==> src/rtl/uart_irq_pkg.sv <==
package uart_irq_pkg;

  // Enable-word bit positions (fixed by the bus map)
  localparam int B_RDA  = 0;
  localparam int B_THRE = 1;
  localparam int B_LS   = 2;
  localparam int B_MS   = 3;
  localparam int B_CTS  = 7;
  localparam int B_ABTO = 8;
  localparam int B_ABEO = 9;

  localparam int IIR_W  = 10;
  localparam int AB_N   = 2;

  typedef enum logic [2:0] {
    ID_MS   = 3'b000,
    ID_THRE = 3'b001,
    ID_RDA  = 3'b010,
    ID_LS   = 3'b011,
    ID_CTO  = 3'b110
  } irq_id_e;

  typedef struct packed {
    logic ls;
    logic rda;
    logic cto;
    logic thre;
    logic ms;
  } src_t;

  function automatic bit ier_bit_impl(int i);
    return (i <= B_MS) || (i == B_CTS) || (i == B_ABTO) || (i == B_ABEO);
  endfunction

  function automatic logic ms_gate(logic en_ms, logic en_cts, logic auto_mode);
    return en_ms & (~auto_mode | en_cts);
  endfunction

  // Returns {identity, no_pending}
  function automatic logic [3:0] encode_low(src_t s);
    logic [2:0] id;
    logic       none;
    none = 1'b0;
    if (s.ls)        id = ID_LS;
    else if (s.rda)  id = ID_RDA;
    else if (s.cto)  id = ID_CTO;
    else if (s.thre) id = ID_THRE;
    else if (s.ms)   id = ID_MS;
    else begin
      id   = 3'b000;
      none = 1'b1;
    end
    return {id, none};
  endfunction

endpackage

==> src/rtl/uart_ier_reg.sv <==
module uart_ier_reg #(
  parameter int DATA_W = 32
) (
  input  logic              clk,
  input  logic              rst_n,
  input  logic              wr,
  input  logic [DATA_W-1:0] wdata,
  output logic [DATA_W-1:0] q
);
  import uart_irq_pkg::*;

  for (genvar i = 0; i < DATA_W; i++) begin : g_bit
    if (ier_bit_impl(i)) begin : g_store
      logic b_q;
      always_ff @(posedge clk or negedge rst_n) begin
        if (!rst_n)  b_q <= 1'b0;
        else if (wr) b_q <= wdata[i];
      end
      assign q[i] = b_q;
    end else begin : g_rsvd
      assign q[i] = 1'b0;
    end
  end

endmodule

==> src/rtl/uart_irq_sources.sv <==
module uart_irq_sources #(
  parameter int AB_N = 2
) (
  input  logic            clk,
  input  logic            rst_n,
  input  logic            thre_evt,
  input  logic            thre_clr,
  input  logic            cts_edge,
  input  logic            msr_rd,
  input  logic [AB_N-1:0] ab_evt,
  input  logic            ab_clr,
  input  logic [AB_N-1:0] ab_clr_mask,
  output logic            thre_pend,
  output logic            ms_pend,
  output logic [AB_N-1:0] ab_flags
);

  always_ff @(posedge clk or negedge rst_n) begin
    if (!rst_n) begin
      thre_pend <= 1'b0;
      ms_pend   <= 1'b0;
    end else begin
      thre_pend <= thre_evt | (thre_pend & ~thre_clr);
      ms_pend   <= cts_edge | (ms_pend & ~msr_rd);
    end
  end

  for (genvar k = 0; k < AB_N; k++) begin : g_ab
    logic f_q;
    always_ff @(posedge clk or negedge rst_n) begin
      if (!rst_n) f_q <= 1'b0;
      else        f_q <= ab_evt[k] | (f_q & ~(ab_clr & ab_clr_mask[k]));
    end
    assign ab_flags[k] = f_q;
  end

endmodule

==> src/rtl/uart_irq_prio.sv <==
module uart_irq_prio #(
  parameter int DATA_W = 32
) (
  input  logic              [DATA_W-1:0] ier,
  input  logic                           lsr_lvl,
  input  logic                           rda_lvl,
  input  logic                           cto_lvl,
  input  logic                           thre_pend,
  input  logic                           ms_pend,
  input  logic                           auto_cts,
  input  logic              [1:0]        ab_flags,
  output uart_irq_pkg::src_t             en_src,
  output logic [uart_irq_pkg::IIR_W-1:0] iir_live,
  output logic                           irq
);
  import uart_irq_pkg::*;

  logic [3:0] low;
  logic       ab_req;

  always_comb begin
    en_src.ls   = lsr_lvl   & ier[B_LS];
    en_src.rda  = rda_lvl   & ier[B_RDA];
    en_src.cto  = cto_lvl   & ier[B_RDA];
    en_src.thre = thre_pend & ier[B_THRE];
    en_src.ms   = ms_pend   & ms_gate(ier[B_MS], ier[B_CTS], auto_cts);
  end

  assign low      = encode_low(en_src);
  assign iir_live = {ab_flags, 4'b0000, low};
  assign ab_req   = (ab_flags[0] & ier[B_ABTO]) | (ab_flags[1] & ier[B_ABEO]);
  assign irq      = ~low[0] | ab_req;

endmodule

==> src/rtl/uart_iir_freeze.sv <==
module uart_iir_freeze #(
  parameter int W = 10
) (
  input  logic         clk,
  input  logic         rst_n,
  input  logic         iir_rd,
  input  logic [W-1:0] iir_live,
  output logic [W-1:0] iir_q,
  output logic         rd_start,
  output logic         thre_clr
);
  import uart_irq_pkg::*;

  logic rd_d;

  always_ff @(posedge clk or negedge rst_n) begin
    if (!rst_n) begin
      iir_q <= W'(1);
      rd_d  <= 1'b0;
    end else begin
      rd_d <= iir_rd;
      if (!iir_rd) iir_q <= iir_live;
    end
  end

  assign rd_start = iir_rd & ~rd_d;
  assign thre_clr = rd_start & (iir_q[3:0] == {ID_THRE, 1'b0});

endmodule

==> src/rtl/uart_irq_ident.sv <==
module uart_irq_ident #(
  parameter int DATA_W = 32
) (
  input  logic              clk,
  input  logic              rst_n,
  input  logic              ier_wr,
  input  logic [DATA_W-1:0] ier_wdata,
  output logic [DATA_W-1:0] ier_q,
  input  logic              lsr_lvl,
  input  logic              rda_lvl,
  input  logic              cto_lvl,
  input  logic              thre_evt,
  input  logic              cts_edge,
  input  logic              auto_cts,
  input  logic              msr_rd,
  input  logic              abto_evt,
  input  logic              abeo_evt,
  input  logic              ab_clr,
  input  logic [1:0]        ab_clr_mask,
  input  logic              iir_rd,
  output logic [DATA_W-1:0] iir,
  output logic              irq
);
  import uart_irq_pkg::*;

  localparam int PAD_W = DATA_W - IIR_W;

  // Named internal events (observed by the checker)
  logic             thre_pend;
  logic             ms_pend;
  logic [AB_N-1:0]  ab_flags;
  logic             rd_start;
  logic             thre_clr;
  src_t             en_src;
  logic [IIR_W-1:0] iir_live;
  logic [IIR_W-1:0] iir_hold;

  uart_ier_reg #(.DATA_W(DATA_W)) u_ier (
    .clk   (clk),
    .rst_n (rst_n),
    .wr    (ier_wr),
    .wdata (ier_wdata),
    .q     (ier_q)
  );

  uart_irq_sources #(.AB_N(AB_N)) u_src (
    .clk         (clk),
    .rst_n       (rst_n),
    .thre_evt    (thre_evt),
    .thre_clr    (thre_clr),
    .cts_edge    (cts_edge),
    .msr_rd      (msr_rd),
    .ab_evt      ({abeo_evt, abto_evt}),
    .ab_clr      (ab_clr),
    .ab_clr_mask (ab_clr_mask),
    .thre_pend   (thre_pend),
    .ms_pend     (ms_pend),
    .ab_flags    (ab_flags)
  );

  uart_irq_prio #(.DATA_W(DATA_W)) u_prio (
    .ier       (ier_q),
    .lsr_lvl   (lsr_lvl),
    .rda_lvl   (rda_lvl),
    .cto_lvl   (cto_lvl),
    .thre_pend (thre_pend),
    .ms_pend   (ms_pend),
    .auto_cts  (auto_cts),
    .ab_flags  (ab_flags),
    .en_src    (en_src),
    .iir_live  (iir_live),
    .irq       (irq)
  );

  uart_iir_freeze #(.W(IIR_W)) u_frz (
    .clk      (clk),
    .rst_n    (rst_n),
    .iir_rd   (iir_rd),
    .iir_live (iir_live),
    .iir_q    (iir_hold),
    .rd_start (rd_start),
    .thre_clr (thre_clr)
  );

  assign iir = {{PAD_W{1'b0}}, iir_hold};

endmodule

==> config.mk <==
export PLATFORM = sky130hd
export DESIGN_NAME = uart_irq_ident
export DESIGN_NICKNAME = d
export VERILOG_FILES = /design/src/rtl/uart_irq_pkg.sv /design/src/rtl/uart_ier_reg.sv /design/src/rtl/uart_irq_sources.sv /design/src/rtl/uart_irq_prio.sv /design/src/rtl/uart_iir_freeze.sv /design/src/rtl/uart_irq_ident.sv
export SDC_FILE = /design/constraint.sdc
export NUM_CORES = 1
export LEC_CHECK = 0
export BUFFER_PORTS_ARGS = -buffer_cell sky130_fd_sc_hd__buf_2
export CORE_ASPECT_RATIO = 0.5
export CORE_MARGIN = 5
export CORE_UTILIZATION = 33
export CTS_CLUSTER_DIAMETER = 40
export DETAILED_ROUTE_END_ITERATION = 6
export PLACE_DENSITY_LB_ADDON = 0.05
export SLEW_MARGIN = 5
export SYNTH_ARGS = -nofsm -noshare
export SYNTH_HDL_FRONTEND = slang
export SYNTH_SLANG_ARGS = --single-unit
==> constraint.sdc <==
create_clock -name clk -period 0.95 [get_ports clk]
set_input_delay 0.2375 -clock clk [delete_from_list [all_inputs] [get_ports clk]]
set_output_delay 0.2375 -clock clk [all_outputs]
set_load 0.05 [all_outputs]
== Yosys cells after proc, flatten, opt, wreduce, memory -nomap -nowiden ==
Cells that the tools add are included.
Widths: inputs -> output; s select.

* Input bits: 48
* Flip-flop bits (word level): 18
* Output and inout port bits: 65

* Eq/ne operators: 1
* Multiplexer cells: 9
* Bitwise logic cells: 30

{| class="wikitable"
|+ Operator list
! operator !! count
|-
| $and 1x1->1 || 16
|-
| $mux 3 || 3
|-
| $not 1->1 || 7
|-
| $or 1x1->1 || 7
|-
| $mux 1 || 6
|-
| $eq 4x2->1 const B || 1
|}

== Logic depth before layout (Yosys ltp) ==
* Depth in word-level cells: 11
* Gate-level depth with buffers: 4
* Depth with buffers taken out: 3

== Modules after synthesis ==
Synthesis repeated with hierarchy kept, for this count alone.

* Cell total of the unflattened synthesis: 135
* Area total of the unflattened synthesis: 1478.9 µm²

{| class="wikitable"
|+ Modules (own cells, without submodules)
! module !! sequential area each (µm²) !! times used !! cells each !! area each (µm²)
|-
| uart_ier_reg || 175.2 || 1 || 48 || 535.5
|-
| uart_iir_freeze || 276.5 || 1 || 25 || 460.4
|-
| uart_irq_ident || 0.0 || 1 || 23 || 168.9
|-
| uart_irq_sources || 100.1 || 1 || 14 || 160.2
|-
| uart_irq_prio || 0.0 || 1 || 25 || 153.9
|}

== Worst setup path before layout ==
OpenSTA, ideal clock, no wires.

* Path kind: register to output
* Start: register u_ier.g_bit[7].g_store.b_q
* End: output port irq
* Arrival time: 1079 ps
* Setup slack: -367 ps
* Buffers on the path: 0
* Cell stages (with the launch flop): 3
* Path through: dfrtp_1 > o211ai_1 > nand4_1

* Longest elaborated chain between the ends: 10

{| class="wikitable"
|+ Ends and longest elaborated chain
! item !! line !! text
|-
| from (decl) || uart_ier_reg.sv:14 || <nowiki>logic b_q;</nowiki>
|-
| from (signal assigned) || uart_ier_reg.sv:17 || <nowiki>else if (wr) b_q <= wdata[i];</nowiki>
|-
| $or 1x1->1 || uart_irq_pkg.sv:36 || <nowiki>return en_ms & (~auto_mode | en_cts);</nowiki>
|-
| $and 1x1->1 || uart_irq_pkg.sv:36 ||
|-
| $and 1x1->1 || uart_irq_prio.sv:26 || <nowiki>en_src.ms = ms_pend & ms_gate(ier[B_MS], ier[B_CTS], auto_cts);</nowiki>
|-
| $mux 1 || uart_irq_pkg.sv:48 || <nowiki>else if (s.ms) id = ID_MS;</nowiki>
|-
| $mux 1 || uart_irq_pkg.sv:47 || <nowiki>else if (s.thre) id = ID_THRE;</nowiki>
|-
| $mux 1 || uart_irq_pkg.sv:46 || <nowiki>else if (s.cto) id = ID_CTO;</nowiki>
|-
| $mux 1 || uart_irq_pkg.sv:45 || <nowiki>else if (s.rda) id = ID_RDA;</nowiki>
|-
| $mux 1 || uart_irq_pkg.sv:44 || <nowiki>if (s.ls) id = ID_LS;</nowiki>
|-
| $not 1->1 || uart_irq_prio.sv:32 || <nowiki>assign irq = ~low[0] | ab_req;</nowiki>
|-
| $or 1x1->1 || uart_irq_prio.sv:32 ||
|-
| to (decl) || uart_irq_ident.sv:22 || <nowiki>output logic irq</nowiki>
|}

No other way between the ends.

== Worst setup path in the final report ==
* Start: register u_ier.g_bit[1].g_store.b_q
* End: output port irq

* Longest elaborated chain between the ends: 7

{| class="wikitable"
|+ Ends and longest elaborated chain
! item !! line !! text
|-
| from (decl) || uart_ier_reg.sv:14 ||
|-
| from (signal assigned) || uart_ier_reg.sv:17 ||
|-
| $and 1x1->1 || uart_irq_prio.sv:25 || <nowiki>en_src.thre = thre_pend & ier[B_THRE];</nowiki>
|-
| $mux 1 || uart_irq_pkg.sv:47 ||
|-
| $mux 1 || uart_irq_pkg.sv:46 ||
|-
| $mux 1 || uart_irq_pkg.sv:45 ||
|-
| $mux 1 || uart_irq_pkg.sv:44 ||
|-
| $not 1->1 || uart_irq_prio.sv:32 ||
|-
| $or 1x1->1 || uart_irq_prio.sv:32 ||
|}

No other way between the ends.

==> run metrics <==
Total Wirelength 2419 um; Static Leak 0.8035 nW; Routability Congestion 0.6546; Die X-Extent 94.61 um; grt ovf 0; failing checks setup timing; fmax 692.3 MHz; design area 1568 sq um; Max Clock Skew 4.498 ps; Slew Limit Fails 0; synthesized area 1181 sq um; sum of negative setup slack -3342 ps; WHS Path Cells 2; CTS tree built; worst hold path type input port to flop; Pre-antenna DRT Iters 4; CP endpoint kind primary output; Post-Syn Instances 115; Global Route Usage Sum 9.196%; Seq/Total Area, Yosys 38.24%; PD cells 1758 nW/um^2; final worst slack -494.4 ps; WL met2 1119 um; Worst R2R Setup Slack -110 ps; Clock Latency Late Sink 250 ps; CP delay by family, top flip-flops; mean number of vias per cell 3.585; Post-DP Area 1294 sq um; status complete, but fails checks; reg-to-reg endpoint u_src.thre_pend; die area 4948 sq um; min Tclk post-route 1444 ps; yosys warns 0; Critical path buffers and inverters 1; Reg-to-Reg Start u_frz.iir_q[3]; share of the synthesized area in the top cell type 36.86%; Hold Slack 159.8 ps; r2r worst-path depth 3; Layout Area Growth over Synthesis 32.73%; CP max-delay cell dfrtp_1; first-pass GRT wire length 3443 um; fillers 338; hpwl dp 1948 um; share of layout cells above drive strength 1 49.40%; Yosys top cell by area buf_4; Die Ht 52.31 um; ys flop type dfrtp_1; Top Ports 113; Finish-stage setup viols 21; DR iter-0 viols 32; Rows 15; CP Cell Sequence a22oi_2 > nand4_1 > buf_6; I/O Buffers 36; root buffer cell clkbuf_8; Reg clk slew, reported paths 70 ps; vias in the first global route 709; top sig layer met3; CP Data Required Time 710 ps; critical path type flop to primary output; period utilisation layout 152.0%; Placeable Area 3435 sq um; Total Power 0.002757 W; Initial Util 34.39%; H-tree depth 1; RSZ-0062 raised after global routing yes; drt drc 0; hold worst-path end u_src.g_ab[1].f_q; fin nets 215; peak fanout along the critical path 2; crit path launch type flop; pre-CTS setup slack -219.5 ps; Post-synth EDFFs 0; CTS Sinks 18; max cap viols 0; largest cells by area after synthesis buf_4 37%, dfrtp_1 36%, mux2_2 8.6%; DR vias 778; largest net degree at the start of global routing 19; Worst path max stage delay 410 ps; asr flop ratio synth 100.0%; hold_sp abeo_evt; antenna viol nets, final 0; DR WL/cell 11.15 um; Diodes inserted 0; Worst EP arrival 1210 ps; distinct cell type count after synthesis 22; Max VDD drop 693.5 uV; syn_area_per_cell 10.27 sq um; met3 wire len 332 um; Num CTS Buffers 3; Metal-1 WL 967 um; initial antenna violation count 0; Yosys reg bits 18; final hold violations 0; Longest Clk Path Bufs 2
synthesized netlist by cell type (3+ instances only):
cell / number
mux2_2: 9
buf_4: 58
a21o_1: 5
a21oi_1: 3
nand2_1: 5
dfrtp_1: 17
inv_1: 3
state kept, by name, summed over array words and instances, names as in the netlist:
signal                   count
u_frz.rd_d                   1
u_ier.g_bit.g_store.b_q      7
u_src.thre_pend              1
u_src.ms_pend                1
u_frz.iir_q                  6
u_src.g_ab.f_q               2
logic make-up after synthesis:
kind of cell | after synthesis | share of synthesized area, %
AO/OA/AOI/OAI | 15 | 9.640
buffers and inverters | 63 | 39.19
flip-flops | 18 | 38.24
multiplexers | 9 | 8.581
other | 1 | 0.3175
AND/OR/NAND/NOR | 9 | 4.027
cell usage in the layout, fill, tap and decap left out:
cell type / instances
a21o_1: 5
a21oi_1: 1
a21oi_2: 2
a22oi_2: 2
a31oi_1: 1
a32o_1: 1
and2b_1: 1
buf_2: 22
buf_4: 11
buf_6: 15
buf_8: 8
clkbuf_8: 4
conb_1: 51
dfrtp_1: 12
dfrtp_2: 5
dfstp_2: 1
dlygate4sd3_1: 1
inv_1: 3
mux2_2: 8
mux2_4: 1
nand2_1: 5
nand4_1: 1
nor2b_2: 1
nor4b_4: 1
o211ai_1: 1
o21ai_1: 1
o31ai_2: 1
through the flow:
stage,util (%),instances
finish,45.65,217
global route,45.65,217
CTS,44.12,215
detailed placement,37.67,208
global placement,37.67,208
floorplan,-,165
area by class of cell:
cell class	count	area, sq um	share of cell area [%]
well taps	51	63.81	4.070
inverters	3	11.26	0.7183
multi-input cells	84	488.0	31.13
clock buffers	4	55.05	3.512
flip-flops and latches	18	457.9	29.21
repair buffers	57	491.7	31.36
power by group:
part	total, W	switching [W]	internal [W]	leakage (nW)
Clock	0.000625	0.000257	0.000368	0.0288
Sequential	0.000909	0.0000628	0.000847	0.195
Combinational	0.00122	0.000838	0.000385	0.579
Total	0.00276	0.00116	0.00160	0.803
what timing repair did:
action                                  4_1_cts  5_1_grt
gates cloned                                  0        0
endpoints found under the setup margin       18       19
pin swaps                                     4        4
buffers inserted                              2        3
endpoints found under the hold margin        17        0
hold buffers                                  1        0
resized for setup                            41       10
metal layers:
| metal | vias up | track usage, % |
|---|---|---|
| met3 | 0 | 4.017 |
| li1 | 366 | - |
| met4 | 0 | 2.871 |
| met2 | 54 | 14.59 |
| met5 | - | 0 |
| met1 | 358 | 11.28 |
worst max path at each step:
stage,start,endpoint,depth (start not counted)
2_1_floorplan,u_src.thre_pend,irq,2
3_5_place_dp,u_src.thre_pend,irq,3
6_report,u_ier.g_bit[1].g_store.b_q,irq,3
3_3_place_gp,u_src.thre_pend,irq,3
4_1_cts,u_src.thre_pend,irq,3
5_1_grt,u_ier.g_bit[1].g_store.b_q,irq,3
(Power assumes the default switching activity.)
